[config.mk]
export PLATFORM = sky130hd
export DESIGN_NAME = fp_flag_accum
export DESIGN_NICKNAME = d
export VERILOG_FILES = /design/src/rtl/fpflag_pkg.sv /design/src/rtl/flag_place.sv /design/src/rtl/trap_detect.sv /design/src/rtl/mode_decode.sv /design/src/rtl/fp_flag_accum.sv
export SDC_FILE = /design/constraint.sdc
export NUM_CORES = 1
export LEC_CHECK = 0
export ABC_CLOCK_PERIOD_IN_PS = 1370
export CORE_AREA = 2 2 87 89
export DETAILED_ROUTE_END_ITERATION = 8
export DIE_AREA = 0 0 89 91
export SYNTH_ARGS = -nofsm -noshare
export SYNTH_HDL_FRONTEND = slang
export SYNTH_HIERARCHICAL = 1
export SYNTH_SLANG_ARGS = --single-unit
[constraint.sdc]
create_clock -name clk -period 1.37 [get_ports clk]
set_clock_uncertainty 0.1 [all_clocks]
set_input_delay 0.2055 -clock clk [delete_from_list [all_inputs] [get_ports clk]]
set_output_delay 0.2055 -clock clk [all_outputs]
set_load 0.05 [all_outputs]
[src/rtl/fpflag_pkg.sv]
package fpflag_pkg;
    localparam int WORD_W = 32;
    localparam int NFLAG  = 5;

    typedef enum logic [1:0] {
        RM_NEAR_EVEN = 2'd0,
        RM_TO_ZERO   = 2'd1,
        RM_UP        = 2'd2,
        RM_DOWN      = 2'd3
    } round_e;

    typedef struct packed {
        logic [WORD_W-1:0] status;
        logic              trap;
    } accum_state_t;
endpackage

[src/rtl/flag_place.sv]
module flag_place #(
    parameter int WORD_W = 32,
    parameter int NFLAG  = 5
) (
    input  logic [NFLAG-1:0]  flags_in,
    output logic [WORD_W-1:0] placed
);
    localparam int BASE = WORD_W - NFLAG;

    genvar i;
    generate
        for (i = 0; i < WORD_W; i++) begin : g_bit
            if (i >= BASE) begin : g_flag
                assign placed[i] = flags_in[i-BASE];
            end else begin : g_zero
                assign placed[i] = 1'b0;
            end
        end
    endgenerate
endmodule

[src/rtl/trap_detect.sv]
module trap_detect #(
    parameter int NFLAG = 5
) (
    input  logic [NFLAG-1:0] flags_in,
    input  logic [NFLAG-1:0] enables,
    output logic             hit
);
    assign hit = |(flags_in & enables);
endmodule

[src/rtl/mode_decode.sv]
module mode_decode
    import fpflag_pkg::*;
#(
    parameter int WORD_W = 32,
    parameter int RM_LSB = 9,
    parameter int FTZ_BIT = 5
) (
    input  logic [WORD_W-1:0] word,
    output round_e            rmode,
    output logic              ftz
);
    always_comb begin
        unique case (word[RM_LSB+1:RM_LSB])
            2'd1:    rmode = RM_TO_ZERO;
            2'd2:    rmode = RM_UP;
            2'd3:    rmode = RM_DOWN;
            default: rmode = RM_NEAR_EVEN;
        endcase
        ftz = word[FTZ_BIT];
    end
endmodule

[src/rtl/fp_flag_accum.sv]
module fp_flag_accum
    import fpflag_pkg::*;
#(
    parameter int RM_LSB  = 9,
    parameter int FTZ_BIT = 5
) (
    input  logic              clk,
    input  logic              rst_n,
    input  logic              op_valid,
    input  logic [NFLAG-1:0]  op_flags,
    input  logic              sw_we,
    input  logic [WORD_W-1:0] sw_wdata,
    output logic [WORD_W-1:0] status,
    output logic              trap_req,
    output logic [1:0]        round_mode,
    output logic              flush_den
);
    accum_state_t state_d, state_q;
    logic [WORD_W-1:0] placed;
    logic              enab_hit;
    round_e            rm_dec;
    logic              ftz_dec;

    flag_place #(.WORD_W(WORD_W), .NFLAG(NFLAG)) u_place (
        .flags_in (op_flags),
        .placed   (placed)
    );

    trap_detect #(.NFLAG(NFLAG)) u_trap (
        .flags_in (op_flags),
        .enables  (state_q.status[NFLAG-1:0]),
        .hit      (enab_hit)
    );

    mode_decode #(.WORD_W(WORD_W), .RM_LSB(RM_LSB), .FTZ_BIT(FTZ_BIT)) u_mode (
        .word  (state_q.status),
        .rmode (rm_dec),
        .ftz   (ftz_dec)
    );

    always_comb begin
        state_d      = state_q;
        state_d.trap = 1'b0;
        if (sw_we) begin
            state_d.status = sw_wdata;
        end else if (op_valid) begin
            state_d.status = state_q.status | placed;
            state_d.trap   = enab_hit;
        end
    end

    always_ff @(posedge clk) begin
        if (!rst_n) begin
            state_q <= '0;
        end else begin
            state_q <= state_d;
        end
    end

    assign status     = state_q.status;
    assign trap_req   = state_q.trap;
    assign round_mode = rm_dec;
    assign flush_den  = ftz_dec;


    sticky_chk: assert property (@(posedge clk) disable iff (!rst_n)
        !$past(sw_we) |-> ((status & $past(status)) == $past(status)));


    trap_cause_chk: assert property (@(posedge clk) disable iff (!rst_n)
        trap_req |-> $past(op_valid && !sw_we && ((op_flags & status[NFLAG-1:0]) != '0)));


    write_wins_chk: assert property (@(posedge clk) disable iff (!rst_n)
        $past(sw_we) |-> (status == $past(sw_wdata) && !trap_req));


    idle_chk: assert property (@(posedge clk) disable iff (!rst_n)
        $past(!op_valid && !sw_we) |-> ($stable(status) && !trap_req));
endmodule

---- Word-level counts from Yosys, hierarchy flattened ----
Cells that the tools add are included.
operators by class
  eq/ne operators ......................... 3
  muxes and demuxes ....................... 3
  bitwise operators ....................... 4
  reduce and logical (&&, ||, !) cells .... 3
operators with widths
  operator            number
  $mux 33             1
  $mux 32             1
  $or 32x32->32       1
  $pmux 2 s3          1
  $and 5x5->5         1
  $reduce_or 5->1     1
  $eq 2x2->1 const B  2
  $reduce_or 3->1     1
  $eq 2x1->1 const B  1
  $not 1->1           2
  $reduce_bool 2->1   1
word-level totals
  register bits ........................... 33
  bits of input ports ..................... 41
  output and inout bits ................... 36

---- Longest topological paths before layout ----
  depth in word-level cells ............... 4
  mapped depth ............................ 4

---- By module ----
The synthesis kept the hierarchy.
by module, submodules not included
  module         times used  cells each  area each (µm²)
  fp_flag_accum  1           144         1,467.7
  flag_place     1           33          244.0
  trap_detect    1           3           21.3
  mode_decode    1           3           15.0

---- Worst setup path after synthesis ----
Ideal clock, no wire load.
  path type ............................... flip-flop to output port
  start ................................... register state_q, in the netlist status[9]
  end ..................................... output round_mode[0]
  arrival ................................. 1,131 ps
  slack ................................... -67 ps
  stages on the path, launching flop included .. 2
  cells stage by stage .................... dfxtp_1 clkbuf_1
between the ends
  cells in the longest elaborated chain, start to end .. 2
  elaborated cells between the ends (all ways) .. 4
  those cells by class .................... eq/ne: 3; mux: 1
RTL lines
  item                                             line                 text
  start: declaration                               fp_flag_accum.sv:18  accum_state_t state_d, state_q;
  start signal: assignment                         fp_flag_accum.sv:56  state_q <= state_d;
  $eq 2x2->1 / $eq 2x1->1 (equally long branches)  mode_decode.sv:13    unique case (word[RM_LSB+1:RM_LSB])
  $pmux 2 s3 *                                     mode_decode.sv:13
  end: declaration                                 fp_flag_accum.sv:15  output logic [1:0] round_mode,
Mark *: on every way between the ends. The rest lies on a longest branch, timed or not.

---- Worst setup path after layout ----
  start ................................... input op_flags[0]
  end ..................................... register state_q, in the netlist trap_req
between the ends
  cells in the longest elaborated chain, start to end .. 2
RTL lines
  item                line                 text
  start: declaration  fp_flag_accum.sv:10  input logic [NFLAG-1:0] op_flags,
  $and 5x5->5         trap_detect.sv:8     assign hit = |(flags_in & enables);
  $reduce_or 5->1     trap_detect.sv:8
  net enab_hit        fp_flag_accum.sv:20  logic enab_hit;
The timed path passes the listed nets, and every way through them passes these cells.
A chain may end at the register's enable or synchronous reset.

==> run summary <==
First-pass GRT wire length - 6.66 mm
Post-DR vias/cell - 4.11
Final nets - 293
Ant diodes - 0
# rows - 31
Total power - 2810 uW
CP max stage delay - 0.45 ns
Max Cap Viol - 0
Sequential area share after synthesis - 0.378
Leak - 0.00132 uW
Hpwl dp - 3.09 mm
Crit path max-delay family - buffers and inverters
Worst hold-check path type - in2reg
Final setup TNS - 0 ns
WS Path Type - in2reg
Antenna violations before repair - 0
Crit Path Max Fanout - 2
Status - finished clean
Mapped Cells - 183
WP depth - 4
H-Tree Depth - 2
Routed Wire Length - 4.10 mm
Drt drc - 0
Crit share post-route - 0.892
Synth Register Bits - 33
Final GP Congestion - 0.720
Final setup viols - 0
TritonCTS clock tree - built
RSZ-0062 raised after global routing - false
Area contributors post-synth - dfxtp_1 (38%), a211o_1 (16%), buf_4 (14%)
Mapped Avg Cell Area - 9.55 sq um
DRT antenna net count - 0
CTS sink cnt - 33
Crit-path cells - clkdlybuf4s50_1, a222oi_1, nand2_1, and4b_1
Largest net degree at the start of global routing - 37
EDFF count, synth - 0
Hold Buf Count CTS - 0
Routed via count - 1,442
Final setup margin - 0.148 ns
Reg2reg path depth - 3
I/O pins - 77
Synth Flop Type - dfxtp_1
Setup crit end kind - register
Final hold viol count - 0
Worst r2r src - status[0]
Post-synth top area cell - dfxtp_1
Post-Layout Cell Count - 351
Crit path from - op_flags[0]
Distinct cell type count after synthesis - 13
Synth warn - 6
Synthesis-to-layout area growth - 65.5%
Starting DRT DRC Count - 43
Pwr per Cell Area - 973 nW/um^2
Die Footprint - 8100 sq um
Netlist Area Pre-Place - 1750 sq um
Share of cells above drive strength 1 - 0.206
DR pass1 iterations - 4
Vias in the first global route - 1,361
TritonCTS Buffers - 5
Critical Path Start Type - input pin
Critical Path RT - 1.45 ns
Die X - 89 microns
Clock root cell - clkbuf_8
CTS max path bufs - 2
Starting Density - 0.245
Tot GR Track Use - 0.107
Post-CTS Resized - 0
FFs w/ async S/R, synth - 0
Hold depth - 4
Min-delay src - sw_we
Post-CTS setup buffer count - 0
Worst VDD drop - 0.393 mV
Buffers on Ports - 76
Drt wl/cell - 11.7 microns
Worst-Skew Late Latency - 0.27 ns
Commonest cells in the netlist - buf_4 (33), dfxtp_1 (33), a211o_1 (32), and3_1 (32), nand2b_1 (32)
Top cell type's share of synthesized area - 0.378
Die H - 91 microns
Slowest CP cell - clkdlybuf4s50_1
Slew Viols, Final - 0
Worst-path clk slew - 0.07 ns
Pre-CTS setup slack - -0.131 ns
Peak Freq - 818 MHz
Core Box Area - 7140 sq um
Clock period minus worst slack - 1.22 ns
Cell total after placement - 344
Crit path DAT - 1.30 ns
Critical path buffers and inverters - 1
Grt total ovfl - 0
flip-flops by register name (all words and copies together), names as in the netlist:
name,flops
trap_req,1
status,32
power by group:
part           switching, uW  leakage [uW]  internal, uW
clock                    336     0.0000443           399
combinational            435      0.000996           520
sequential              88.6      0.000275          1040
through the flow:
step / utilization / hold slack, ns / area, sq um
6_report: 0.405 / 0.361 / 2890
5_1_grt: 0.405 / 0.379 / 2890
4_1_cts: 0.405 / 0.356 / 2890
3_5_place_dp: 0.393 / 0.531 / 2810
3_3_place_gp: 0.393 / 0.523 / 2810
2_1_floorplan: - / 0.251 / 1850
metal layers:
layer / GRT usage / share of wire / vias up
li1: - / - / 720
met1: 0.135 / 0.44 / 666
met2: 0.168 / 0.47 / 51
met3: 0.0345 / 0.067 / 5
met4: 0.0373 / 0.017 / 0
met5: 0 / 0 / -
placed cells by master, fill, tap and decap left out, drive strengths merged, types with 7 or more instances in the layout:
cell type	netlist	final
clkbuf	5	7
and3	32	32
conb	1	27
a211o	32	32
dfxtp	33	33
nand2b	32	32
clkdlybuf4s50	0	39
buf	44	46
final timing paths:
path	end	slack [ns]
max reg2reg	trap_req	0.18
min	status[23]	0.36
max	trap_req	0.15
min reg2reg	status[21]	0.54
worst register-to-register path, cell delays in order, from the launching register on:
cell and delay [ns]:
dfxtp_1 0.36, a222oi_1 0.35, nand2_1 0.08, and4b_1 0.20
layout make-up:
| class | count | area [sq um] |
|---|---|---|
| sequential | 33 | 661 |
| clock buffer | 7 | 86.3 |
| fill | 703 | 4240 |
| timing repair buffer | 85 | 1210 |
| tap | 99 | 124 |
| multi-input combinational | 127 | 813 |
cells by family (layout without fill, tap and decap cells):
kind of cell | count (synthesis) | in the layout | share of synthesized area
buffers and inverters | 49 | 92 | 0.213
and+or+nand+nor | 66 | 66 | 0.237
DFF | 33 | 33 | 0.378
AOI/OAI and AO/OA | 34 | 34 | 0.170
other | 1 | 27 | 0.00215
Power figures use the tool's default switching activity.
